`config.mk`:
```
export PLATFORM = sky130hd
export DESIGN_NAME = wb_waitstate_slave
export DESIGN_NICKNAME = d
export VERILOG_FILES = /design/src/rtl/wbws_pkg.sv /design/src/rtl/wbws_wait_rotor.sv /design/src/rtl/wbws_term_fsm.sv /design/src/rtl/wbws_regfile.sv /design/src/rtl/wb_waitstate_slave.sv
export SDC_FILE = /design/constraint.sdc
export NUM_CORES = 1
export LEC_CHECK = 0
export BUFFER_PORTS_ARGS = -buffer_cell sky130_fd_sc_hd__buf_2
export CORE_MARGIN = 8
export CORE_UTILIZATION = 50
export DETAILED_ROUTE_END_ITERATION = 10
export PLACE_DENSITY_LB_ADDON = 0.08
export SYNTH_ARGS = -nofsm -noshare
export SYNTH_HDL_FRONTEND = slang
export SYNTH_HIERARCHICAL = 1
export SYNTH_SLANG_ARGS = --single-unit
```
`constraint.sdc`:
```
create_clock -name clk_i -period 2.9 [get_ports clk_i]
set_input_delay 0.145 -clock clk_i [delete_from_list [all_inputs] [get_ports clk_i]]
set_output_delay 0.145 -clock clk_i [all_outputs]
set_load 0.05 [all_outputs]
```
`src/rtl/wbws_pkg.sv`:
```
package wbws_pkg;

  typedef enum logic [1:0] {
    KIND_ACK     = 2'd0,
    KIND_ERR     = 2'd1,
    KIND_RTY     = 2'd2,
    KIND_ACK_ALT = 2'd3
  } term_kind_e;

  function automatic logic kind_is_ack(input term_kind_e k);
    return (k == KIND_ACK) || (k == KIND_ACK_ALT);
  endfunction

endpackage

```
`src/rtl/wbws_wait_rotor.sv`:
```
module wbws_wait_rotor #(
  parameter int WAIT_W = 2
) (
  input  logic              clk_i,
  input  logic              rst_i,
  input  logic              advance_i,
  input  logic [WAIT_W-1:0] limit_i,
  output logic [WAIT_W-1:0] wait_o
);

  logic [WAIT_W-1:0] cur_q;

  always_ff @(posedge clk_i) begin
    if (rst_i) begin
      cur_q <= '0;
    end else if (advance_i) begin
      if (cur_q >= limit_i) cur_q <= '0;
      else                  cur_q <= cur_q + 1'b1;
    end
  end

  assign wait_o = cur_q;

endmodule

```
`src/rtl/wbws_term_fsm.sv`:
```
module wbws_term_fsm
  import wbws_pkg::*;
#(
  parameter int WAIT_W = 2
) (
  input  logic              clk_i,
  input  logic              rst_i,
  input  logic              req_i,
  input  logic              we_i,
  input  logic [1:0]        kind_i,
  input  logic [WAIT_W-1:0] wait_i,
  output logic              ack_o,
  output logic              err_o,
  output logic              rty_o,
  output logic              fire_o,
  output logic              wr_en_o,
  output logic              rd_en_o
);

  logic              busy_q;
  logic [WAIT_W-1:0] cnt_q;
  logic              ack_q, err_q, rty_q;
  logic              term_active;
  logic              fire, start;
  term_kind_e        kind;

  assign kind        = term_kind_e'(kind_i);
  assign term_active = ack_q | err_q | rty_q;

  always_comb begin
    fire  = 1'b0;
    start = 1'b0;
    if (req_i && !term_active) begin
      if (busy_q) begin
        fire = (cnt_q == '0);
      end else if (wait_i == '0) begin
        fire = 1'b1;
      end else begin
        start = 1'b1;
      end
    end
  end

  always_ff @(posedge clk_i) begin
    if (rst_i) begin
      busy_q <= 1'b0;
      cnt_q  <= '0;
      ack_q  <= 1'b0;
      err_q  <= 1'b0;
      rty_q  <= 1'b0;
    end else begin
      ack_q <= fire && kind_is_ack(kind);
      err_q <= fire && (kind == KIND_ERR);
      rty_q <= fire && (kind == KIND_RTY);
      if (start) begin
        busy_q <= 1'b1;
        cnt_q  <= wait_i - 1'b1;
      end else if (fire || !req_i) begin
        busy_q <= 1'b0;
      end else if (busy_q && !term_active) begin
        cnt_q <= cnt_q - 1'b1;
      end
    end
  end

  assign ack_o   = ack_q;
  assign err_o   = err_q;
  assign rty_o   = rty_q;
  assign fire_o  = fire;
  assign wr_en_o = fire && we_i && kind_is_ack(kind);
  assign rd_en_o = fire && !we_i;

  assert_quiet_in_reset_R1: assert property (@(posedge clk_i)
    rst_i |=> !(ack_q || err_q || rty_q));

  assert_term_needs_request_R2: assert property (@(posedge clk_i) disable iff (rst_i)
    (ack_q || err_q || rty_q) |-> $past(req_i));

  assert_single_kind_R3: assert property (@(posedge clk_i) disable iff (rst_i)
    $onehot0({ack_q, err_q, rty_q}));

  assert_one_clock_pulse_R5: assert property (@(posedge clk_i) disable iff (rst_i)
    (ack_q || err_q || rty_q) |=> !(ack_q || err_q || rty_q));

endmodule

```
`src/rtl/wbws_regfile.sv`:
```
module wbws_regfile #(
  parameter int DATA_W = 32,
  parameter int IDX_W  = 4
) (
  input  logic                clk_i,
  input  logic                wr_en_i,
  input  logic                rd_en_i,
  input  logic [IDX_W-1:0]    idx_i,
  input  logic [DATA_W-1:0]   wdata_i,
  input  logic [DATA_W/8-1:0] sel_i,
  output logic [DATA_W-1:0]   rdata_o
);

  localparam int LANES = DATA_W / 8;
  localparam int DEPTH = 1 << IDX_W;

  for (genvar l = 0; l < LANES; l++) begin : g_lane
    logic [7:0] mem [DEPTH];
    logic [7:0] rd_q;

    always_ff @(posedge clk_i) begin
      if (wr_en_i && sel_i[l]) mem[idx_i] <= wdata_i[8*l +: 8];
      if (rd_en_i)             rd_q       <= mem[idx_i];
    end

    assign rdata_o[8*l +: 8] = rd_q;
  end

endmodule

```
`src/rtl/wb_waitstate_slave.sv`:
```
module wb_waitstate_slave #(
  parameter int ADDR_W = 16,
  parameter int DATA_W = 32,
  parameter int IDX_W  = 4,
  parameter int WAIT_W = 2
) (
  input  logic                clk_i,
  input  logic                rst_i,
  input  logic                cyc_i,
  input  logic                stb_i,
  input  logic                we_i,
  input  logic [ADDR_W-1:0]   adr_i,
  input  logic [DATA_W-1:0]   dat_i,
  input  logic [DATA_W/8-1:0] sel_i,
  output logic [DATA_W-1:0]   dat_o,
  output logic                ack_o,
  output logic                err_o,
  output logic                rty_o,
  input  logic [1:0]          cfg_kind_i,
  input  logic [WAIT_W-1:0]   cfg_wait_max_i
);

  localparam int SEL_W = DATA_W / 8;
  localparam int OFF_W = (SEL_W > 1) ? $clog2(SEL_W) : 0;

  logic              req;
  logic              fire, wr_en, rd_en;
  logic [WAIT_W-1:0] cur_wait;
  logic [IDX_W-1:0]  idx;
  logic              unused_adr;

  assign req        = cyc_i & stb_i;
  assign idx        = adr_i[OFF_W +: IDX_W];
  assign unused_adr = ^adr_i;

  wbws_wait_rotor #(.WAIT_W(WAIT_W)) rotor_i (
    .clk_i     (clk_i),
    .rst_i     (rst_i),
    .advance_i (fire),
    .limit_i   (cfg_wait_max_i),
    .wait_o    (cur_wait)
  );

  wbws_term_fsm #(.WAIT_W(WAIT_W)) fsm_i (
    .clk_i   (clk_i),
    .rst_i   (rst_i),
    .req_i   (req),
    .we_i    (we_i),
    .kind_i  (cfg_kind_i),
    .wait_i  (cur_wait),
    .ack_o   (ack_o),
    .err_o   (err_o),
    .rty_o   (rty_o),
    .fire_o  (fire),
    .wr_en_o (wr_en),
    .rd_en_o (rd_en)
  );

  wbws_regfile #(.DATA_W(DATA_W), .IDX_W(IDX_W)) regs_i (
    .clk_i   (clk_i),
    .wr_en_i (wr_en),
    .rd_en_i (rd_en),
    .idx_i   (idx),
    .wdata_i (dat_i),
    .sel_i   (sel_i),
    .rdata_o (dat_o)
  );

  assert_write_only_with_ack_R7: assert property (@(posedge clk_i) disable iff (rst_i)
    wr_en |=> (ack_o && !err_o && !rty_o));

  assert_dropped_strobe_silent_R9: assert property (@(posedge clk_i) disable iff (rst_i)
    (!req && !(ack_o || err_o || rty_o)) |=> !(ack_o || err_o || rty_o));

endmodule

```
==> results of run 1 <==
==> placed cells by master (no fill, tap or decap), types with 3 or more instances in the layout <==
cell,instances
a21oi_1,3
a22oi_1,64
bufinv_16,8
nor3b_1,3
clkbuf_1,12
buf_2,81
buf_12,5
clkinvlp_4,3
clkinv_1,9
dlygate4sd3_1,38
buf_4,84
clkbuf_16,57
dfxtp_1,8
nand3_1,3
ha_1,4
edfxtp_1,544
nor2_1,64
mux4_2,128
clkinv_2,9
nor4_2,4
inv_1,6
nand2_1,50
==> final cells by class <==
class | instances | area share (%)
clock buffers | 69 | 5.94
clock inverters | 30 | 1.41
inverters | 7 | 0.106
multi-input cells | 354 | 17.0
flip-flops and latches | 552 | 66.6
well taps | 539 | 2.72
repair buffers | 210 | 6.23
==> metal layers <==
| metal | wire (um) | share of wire (%) |
|---|---|---|
| met5 | 0 | 0 |
| met4 | 977 | 2.2 |
| met3 | 2440 | 5.6 |
| met2 | 21500 | 49 |
| met1 | 19000 | 43 |
==> worst paths after layout <==
path	endpoint	slack [ps]	depth (start not counted)
max	regs_i/g_lane[0].mem[6][6]	250	7
min	rotor_i/wait_o[1]	60	5
max reg2reg	regs_i/g_lane[0].mem[6][6]	250	7
min reg2reg	rotor_i/wait_o[0]	570	2
==> per-stage QoR <==
stage,cell area [um^2],utilization (%),power (mW),worst slack [ps]
floorplan,21000,-,9.44,-5.23
global placement,22600,54.2,9.72,303
detailed placement,22600,54.2,9.73,279
CTS,24800,59.5,16.9,266
global route,24800,59.5,17.3,73.3
finish,24800,59.5,16.7,248
==> power groups by stage <==
stage | combinational (mW) | sequential (mW) | clock (mW)
detailed placement | 0.755 | 8.98 | 0
global route | 0.848 | 8.81 | 7.62
floorplan | 0.391 | 9.04 | 0
global placement | 0.744 | 8.98 | 0
finish | 0.779 | 8.81 | 7.15
CTS | 0.797 | 8.81 | 7.32
==> what timing repair did <==
| item | 4_1_cts | 5_1_grt |
|---|---|---|
| hold buffers | 38 | 0 |
| setup endpoints to repair | 0 | 0 |
| endpoints found under the hold margin | 520 | 0 |
==> worst reg2reg max path, stage by stage (launching register included) <==
cell and delay [ps]:
dfxtp_1 450, or3b_2 490, a21o_2 260, nor2_1 130, buf_4 190, nand2_1 350
nor2_1 250, buf_4 240
==> registers in the layout, summed over array words and instances, names as in the netlist <==
name	count
regs_i/g_lane.rd_q	32
fsm_i/busy_q	1
fsm_i/rty_o	1
regs_i/g_lane.mem	512
fsm_i/err_o	1
fsm_i/ack_o	1
rotor_i/wait_o	2
fsm_i/cnt_q	2
==> cell families (layout without fill, tap and decap cells) <==
group	Yosys count	count (layout)	synth area share, %
buffers and inverters	59	316	1.41
adders and majority gates	4	4	0.239
and+or+nand+nor	142	142	2.96
DFF	552	552	78.7
xor gates and xnor gates	2	2	0.0836
muxes	131	131	13.9
AOI/OAI and AO/OA	75	75	2.65
==> results.yml, run 1 <==
global_route:
  grt_max_degree: 48
  groute.usage.overall_pct: 18.7
  grt-busiest-layer: "met2"
  grt_use_met3_pct: 3.18
  grt_pass1_wl_um: 66300
  antenna_found_initial: 0
  use_met2_pct: 30.3
  grtUsageMet1_pct: 25.8
  grt_pass1_vias: 10500
  globalRoute.totalOverflow: 0
power_and_ir_drop:
  switchingPower_mw: 3.34
  p_per_area_mw_per_mm2: 675
  leakagePower_nw: 8.11
  clkPwrFrac_pct: 42.7
  p_comb_share_pct: 4.7
  switching_share_pct: 19.9
  ir_drop_mv: 0.408
  cellInternalPower_mw: 13.4
  seqPwrFrac_pct: 52.6
setup_path:
  r2r-start: "fsm_i/busy_q"
  cp-start-kind: "flop"
  cp-startpoint: "fsm_i/busy_q"
  crit_buf_inv: 2
  slowest_delay_ps: 490
  path_delay_family: "simple AND/OR/NAND/NOR gates"
  required_ps: 3190
  slowest_stage: "or3b_2"
  cp_max_fo: 16
  worstPathCellList: "or3b_2, a21o_2, nor2_1, buf_4, nand2_1, nor2_1, buf_4"
  arrival_ps: 2940
  crit_type: "flop to flop"
  endpoint_kind: "flop"
hold_path:
  worstHoldPathType: "input pin to flop"
  hold_path_startpoint: "cfg_wait_max_i[0]"
clock_tree:
  cts-root-buf: "clkbuf_16"
  clock_sinks: 552
  cts-resized-gates: 0
  cts_made_buffers: 56
  htreeDepth: 2
  path_clk_slew_ps: 60
  clockBufferDepth: 3
  post_cts_buffers: 0
  insertion_delay_ps: 590
  cts_tree: "done"
sta:
  setup_viol: 0
  max_freq_mhz: 377
  tightest_slew_ps: 591
  finalSetupTns_ps: 0
  final_max_slew_viol_count: 0
  max_slew_margin_pct: 60.0
  rsz0062_at_grt: "no"
  finalHoldViolCount: 0
  fin_crit_sh_pct: 91.4
  hold_slack_ps: 60.8
  finalCriticalPeriod_ps: 2650
  skew_ps: 13.0
finish:
  area_growth_pct: 18.3
  fin_cells: 1761
  fillCellCount: 3084
  num_antenna_cells: 0
  regArea_mm2: 0.0165
  final_nets: 1246
  multi_input_area_mm2: 0.00421
  drive_above_1_share_pct: 32.2
synthesis:
  mappedNetlistArea_mm2: 0.0209
  synth_area_leaders: "edfxtp_1 (78%), mux4_2 (14%), a22oi_1 (2.3%), nor2_1 (1.2%), nand2_1 (0.90%)"
  synth_top_area_cell: "edfxtp_1"
  syn_avg_cell_area_um2: 21.7
  synth_edf_count: 544
  ys.flop_type: "edfxtp_1"
  ys_seq_area_share_pct: 78.7
  netlist_instances: 965
  synth_top_area_share_pct: 78.0
  yosysMostFrequentCell: "edfxtp_1"
  yosys-top-cells-count: "edfxtp_1 (544), mux4_2 (128), nor2_1 (66)"
  async_flop_share_pct: 0
  synth-seq-cells: 552
  synth_warnings: 6
  synth_nets: 1030
  synth.distinct_cells: 39
floorplan:
  dieArea_mm2: 0.0487
  placementRows: 75
  fp.dieW_um: 221
  core_area_mm2: 0.0417
  die_h_um: 221
  start_util_pct: 50.3
  ios: 96
routing:
  totalWireLength_um: 43900
  drtAntennaViolNets: 0
  vias_per_cell: 5.70
  num_vias: 10000
  first_pass_iters: 5
  avgRoutedWirePerCell_um: 24.9
  drc: 0
  drt_first_iter_violations: 773
placement:
  gp_congestion: 0.750
  dp.cells: 1624
  port_buffers: 83
  hpwl_um: 26800
flow_run:
  maxCapViolations: 0
outcome:
  outcome: "complete, no violations"
Power figures use the tool's default switching activity.
==> run 2, diff against run 1 <==
Settings changed: ABC_AREA set to 1.
==> run 2 against run 1 <==
Against the previous run: flip-flop and latch count is the same; setup slack lost 3.9 ps; core utilization shrank 1.3 points; sequential power is essentially flat; highest routed layer unchanged; synthesized cell count grew 130%; largest cell class unchanged; combinational power grew 32%; global-route usage grew 1.9 points; cell count grew 74%; total power grew 4.2%; routed wire length grew 26%; first-iteration DRC count grew 56%; register-to-register slack is essentially flat.
==> results.yml, run 2 <==
outcome:
  outcome: "complete, no violations"
routing:
  drc: 0
  drtAntennaViolNets: 0
  totalWireLength_um: 55200
  num_vias: 15100
  drt_first_iter_violations: 1209
  avgRoutedWirePerCell_um: 18.0
  first_pass_iters: 5
  vias_per_cell: 4.92
clock_tree:
  htreeDepth: 2
  post_cts_buffers: 0
  path_clk_slew_ps: 60
  cts_made_buffers: 58
  ctsHoldBuffers: 38
  insertion_delay_ps: 600
  cts-resized-gates: 0
  clock_sinks: 552
  cts_tree: "done"
  cts-root-buf: "clkbuf_16"
  clockBufferDepth: 3
power_and_ir_drop:
  ir_drop_mv: 0.484
  seqPwrFrac_pct: 50.5
  power_mw: 17.4
  switchingPower_mw: 3.77
  p_comb_share_pct: 5.9
  clkPwrFrac_pct: 43.5
  cellInternalPower_mw: 13.7
  p_per_area_mw_per_mm2: 650
  switching_share_pct: 21.6
  leakagePower_nw: 11.4
sta:
  tightest_slew_ps: 712
  hold_slack_ps: 69.5
  final_max_slew_viol_count: 0
  rsz0062_at_grt: "no"
  skew_ps: 12.3
  max_slew_margin_pct: 52.4
  finalHoldViolCount: 0
  fin_crit_sh_pct: 91.6
  finalSetupTns_ps: 0
  setup_viol: 0
  max_freq_mhz: 377
  finalCriticalPeriod_ps: 2660
synthesis:
  synth_top_area_cell: "edfxtp_1"
  synth-seq-cells: 552
  synth_edf_count: 544
  ys.flop_type: "edfxtp_1"
  synth_area_leaders: "edfxtp_1 (70%), nand2_1 (23%), inv_1 (1.4%), buf_2 (1.2%), nor2_1 (1.1%)"
  mappedNetlistArea_mm2: 0.0232
  synth.distinct_cells: 23
  synth_warnings: 6
  yosysMostFrequentCell: "nand2_1"
  syn_avg_cell_area_um2: 10.3
  async_flop_share_pct: 0
  synth_top_area_share_pct: 70.3
  ys_seq_area_share_pct: 71.0
  yosys-top-cells-count: "nand2_1 (1419), edfxtp_1 (544), inv_1 (84)"
  netlist_instances: 2261
  synth_nets: 2326
setup_path:
  slowest_stage: "nor2_1"
  required_ps: 3130
  arrival_ps: 2890
  rr_worst_depth: 10
  cp_max_fo: 10
  cp-start-kind: "flop"
  slowest_delay_ps: 680
  endpoint_kind: "flop"
  crit_type: "flop to flop"
  worstPathCellList: "nor2_2, nor2_4, inv_2, nand3_2, inv_2, nand2_2, nor2_1, buf_4, nand2_1, nor2_1"
placement:
  port_buffers: 83
  gp_congestion: 0.797
  hpwl_um: 32600
global_route:
  grt_pass1_wl_um: 85200
  grt_pass1_vias: 15100
  grt_max_degree: 144
  antenna_found_initial: 2
  groute.usage.overall_pct: 20.6
  globalRoute.totalOverflow: 0
finish:
  top_register: "regs_i/g_lane.mem"
  final_common_cell: "nand2_1"
  final_nets: 2482
  layout_common_cells: "nand2_1 (1419), edfxtp_1 (544), inv_1 (84)"
  reg_top3: "regs_i/g_lane.mem: 512 flops, regs_i/g_lane.rd_q: 32 flops"
  post-route-util_pct: 58.1
  largest_reg_flops: 512
  drive_above_1_share_pct: 10.8
  area_growth_pct: 15.5
floorplan:
  ios: 96
  start_util_pct: 50.3
  placementRows: 79
  die_h_um: 232
  fp.dieW_um: 232
  dieArea_mm2: 0.0536
  core_area_mm2: 0.0462
hold_path:
  hold_path_depth: 6
  worstHoldPathType: "input pin to flop"
flow_run:
  maxCapViolations: 0
[run 2: cell count changes in the layout (fill, tap and decap cells not counted), sizes merged, moves of 3 or more]
cell | before | now
nand3 | 3 | 7
a22oi | 64 | 0
nor4 | 4 | 0
clkbuf | 69 | 72
nor2 | 66 | 78
buf | 172 | 159
nor3b | 3 | 0
nor2b | 5 | 0
mux4 | 128 | 0
nand2 | 50 | 1422
inv | 7 | 89
clkinv | 19 | 22
[run 2: worst max-delay path, delay by kind of cell (launching register included)]
family / cells / cell delay [ps]
flops: 1 / 360
simple gates: 7 / 1530
buf+inv: 3 / 390
[run 2: cell families (layout without fill, tap and decap cells)]
kind of cell / Yosys count / in the layout / synth area share [%]
flops: 552 / 552 / 71.0
simple gates: 1508 / 1508 / 24.6
buf+inv: 191 / 393 / 4.00
fa+ha+maj: 4 / 4 / 0.215
other cells: 0 / 2 / 0
compound gates: 6 / 6 / 0.129
[run 2: layout make-up]
type	instances	area [um^2]
Clock inverter	35	428
Antenna cell	2	5.00
Tap cell	607	759
Multi-Input combinational cell	1518	5830
Clock buffer	71	1520
Timing Repair Buffer	198	1450
Inverter	89	344
Sequential cell	552	16500
Fill cell	3937	19300
[run 2: final timing paths]
path                           endpoint               from  slack [ps]
max          regs_i/g_lane[3].mem[6][2]  rotor_i/wait_o[0]         240
min                   rotor_i/wait_o[1]  cfg_wait_max_i[1]          70
max reg2reg  regs_i/g_lane[3].mem[6][2]  rotor_i/wait_o[0]         240
min reg2reg              fsm_i/cnt_q[1]     fsm_i/cnt_q[1]         540
[run 2: power by group through the flow]
stage | clock (mW) | combinational (mW) | sequential [mW]
6_report | 7.59 | 1.03 | 8.81
5_1_grt | 8.04 | 1.16 | 8.81
4_1_cts | 7.75 | 1.05 | 8.81
3_5_place_dp | 0 | 1.01 | 8.98
3_3_place_gp | 0 | 0.996 | 8.98
2_1_floorplan | 0 | 0.557 | 9.05
[run 2: per-stage QoR]
stage / std cells / area (um^2) / worst slack [ps]
CTS: 3070 / 26800 / 271
global placement: 2926 / 24500 / 364
global route: 3070 / 26800 / 44.8
finish: 3072 / 26800 / 245
floorplan: 2261 / 23200 / 172
detailed placement: 2926 / 24500 / 281
[run 2: metal layers]
layer	global-route usage, %	up-vias	part of all wire (%)
met3	3.56	82	6.1
met1	26.3	7099	42
li1	-	7552	-
met5	0	-	0
met4	6.39	0	2.5
met2	35.6	393	50
==> run 3, diff against run 2 <==
Settings changed: CELL_PAD_IN_SITES_DETAIL_PLACEMENT set to 0, CELL_PAD_IN_SITES_GLOBAL_PLACEMENT set to 1, CORE_UTILIZATION 50 to 44.
==> run 3 against run 2 <==
Against the previous run: worst hold slack worse by 12 ps; non-clock buffer count increased by 12; critical path depth increased by 6; maximum frequency decreased by 3.2%; via count about the same; total power down 0.56%; clock skew grew 1.7 ps; combinational power about the same; first-iteration DRC count decreased by 31%; sequential share of layout area shrank 0.51 points.
==> results.yml, run 3 (synthesis gave the netlist of run 2 again) <==
clock_tree:
  cts_made_buffers: 59
  cts-root-buf: "clkbuf_16"
  path_clk_slew_ps: 50
  cts_tree: "done"
  insertion_delay_ps: 610
  clock_sinks: 552
  clockBufferDepth: 3
  htreeDepth: 2
  post_cts_buffers: 0
floorplan:
  dieArea_mm2: 0.0604
  placementRows: 84
  core_area_mm2: 0.0523
  fp.dieW_um: 246
  die_h_um: 246
  start_util_pct: 44.4
  ios: 96
finish:
  reg_top3: "regs_i/g_lane.mem: 512 flops, regs_i/g_lane.rd_q: 32 flops"
  fillCellCount: 4749
  layout_common_cells: "nand2_1 (1416), edfxtp_1 (544), inv_1 (84)"
  final_nets: 2495
  top_register: "regs_i/g_lane.mem"
  post-route-util_pct: 51.7
  largest_reg_flops: 512
  multi_input_area_mm2: 0.00584
  num_antenna_cells: 0
  final_common_cell: "nand2_1"
  fin_cells: 3165
  area_growth_pct: 16.5
  regArea_mm2: 0.0165
  drive_above_1_share_pct: 11.1
global_route:
  grt_max_degree: 117
  antenna_found_initial: 2
  groute.usage.overall_pct: 18.9
  grt_pass1_vias: 14700
  globalRoute.totalOverflow: 0
  grt_pass1_wl_um: 86700
sta:
  finalCriticalPeriod_ps: 2740
  max_freq_mhz: 364
  finalHoldViolCount: 0
  skew_ps: 14.0
  tightest_slew_ps: 835
  max_slew_margin_pct: 44.0
  setup_viol: 0
  rsz0062_at_grt: "no"
  final_max_slew_viol_count: 0
  finalSetupTns_ps: 0
  fin_crit_sh_pct: 94.6
setup_path:
  endpoint_kind: "flop"
  slowest_delay_ps: 550
  slowest_stage: "dlygate4sd3_1"
  required_ps: 3210
  arrival_ps: 3060
  crit_buf_inv: 8
  crit_top_cell: "buf_4"
  worstPathCellList: "dlygate4sd3_1, buf_2, nand2_1, dlygate4sd3_1, inv_1, nand2_2, nor2_8, nand3_2, inv_2, nand2_2, nor2_1, buf_4, nand2_1, buf_4, nor2_2, buf_4"
  crit_type: "input pin to flop"
  cp_max_fo: 16
  cp-start-kind: "input pin"
  path_delay_family: "buffers and inverters"
hold_path:
  worstHoldPathType: "input pin to flop"
placement:
  hpwl_um: 33300
  gp_congestion: 0.750
  port_buffers: 83
  dp.cells: 3015
power_and_ir_drop:
  leakagePower_nw: 11.4
  p_per_area_mw_per_mm2: 641
  ir_drop_mv: 0.481
routing:
  vias_per_cell: 4.77
  drc: 0
  avgRoutedWirePerCell_um: 18.0
  first_pass_iters: 5
  totalWireLength_um: 56900
  num_vias: 15100
  drtAntennaViolNets: 0
  drt_first_iter_violations: 840
outcome:
  outcome: "complete, no violations"
flow_run:
  maxCapViolations: 0
## run 3: layout make-up
type / count / share of cell area (%)
inverter: 89 / 1.27
sequential: 552 / 61.0
multi-input combinational: 1518 / 21.6
clock buffer: 69 / 5.75
timing repair buffer: 210 / 5.81
clock inverter: 39 / 1.41
tap: 688 / 3.18
## run 3: tightest hold or removal path: cells and delay by family
kind	cells	cell delay [ps]
AOI/OAI and AO/OA	1	60
adders and majority gates	1	130
buffers and inverters	3	180
and+or+nand+nor	1	80
## run 3: timing repair
| action | CTS | global route |
|---|---|---|
| resized for setup | 0 | 5 |
| hold endpoints to repair | 527 | 0 |
| hold buffers | 42 | 0 |
| endpoints found under the setup margin | 0 | 395 |
## run 3: final timing paths
kind,startpoint,slack (ps),end,cells after the start
min,cfg_wait_max_i[1],60,rotor_i/wait_o[1],6
max,stb_i,160,regs_i/g_lane[3].mem[1][4],16
max reg2reg,fsm_i/err_o,630,regs_i/g_lane[3].mem[1][4],12
min reg2reg,fsm_i/busy_q,540,fsm_i/busy_q,2
## run 3: per-stage QoR
stage	setup slack (ps)	total power, mW	area [um^2]	hold slack [ps]
after floorplan	172	9.60	23200	214
after global routing	13.0	18.0	27100	57.5
after CTS	63.9	17.5	27000	3.02
after detailed placement	488	10.0	24700	375
after global placement	534	9.99	24700	375
final	156	17.3	27100	57.9
## run 3: where the power goes
| group | internal, mW | leakage [nW] | switching (mW) | total [mW] |
|---|---|---|---|---|
| Sequential | 8.80 | 4.96 | 0.00985 | 8.81 |
| Combinational | 0.277 | 5.51 | 0.767 | 1.04 |
| Clock | 4.51 | 0.953 | 2.97 | 7.48 |
| Total | 13.6 | 11.4 | 3.75 | 17.3 |
## run 3: routing by layer
metal | GRT usage [%] | part of all wire, % | vias to the layer above
li1 | - | - | 7575
met1 | 24.9 | 45 | 7171
met2 | 31.4 | 48 | 269
met3 | 3.50 | 4.5 | 94
met4 | 6.18 | 3.0 | 2
met5 | 0 | 0.026 | -
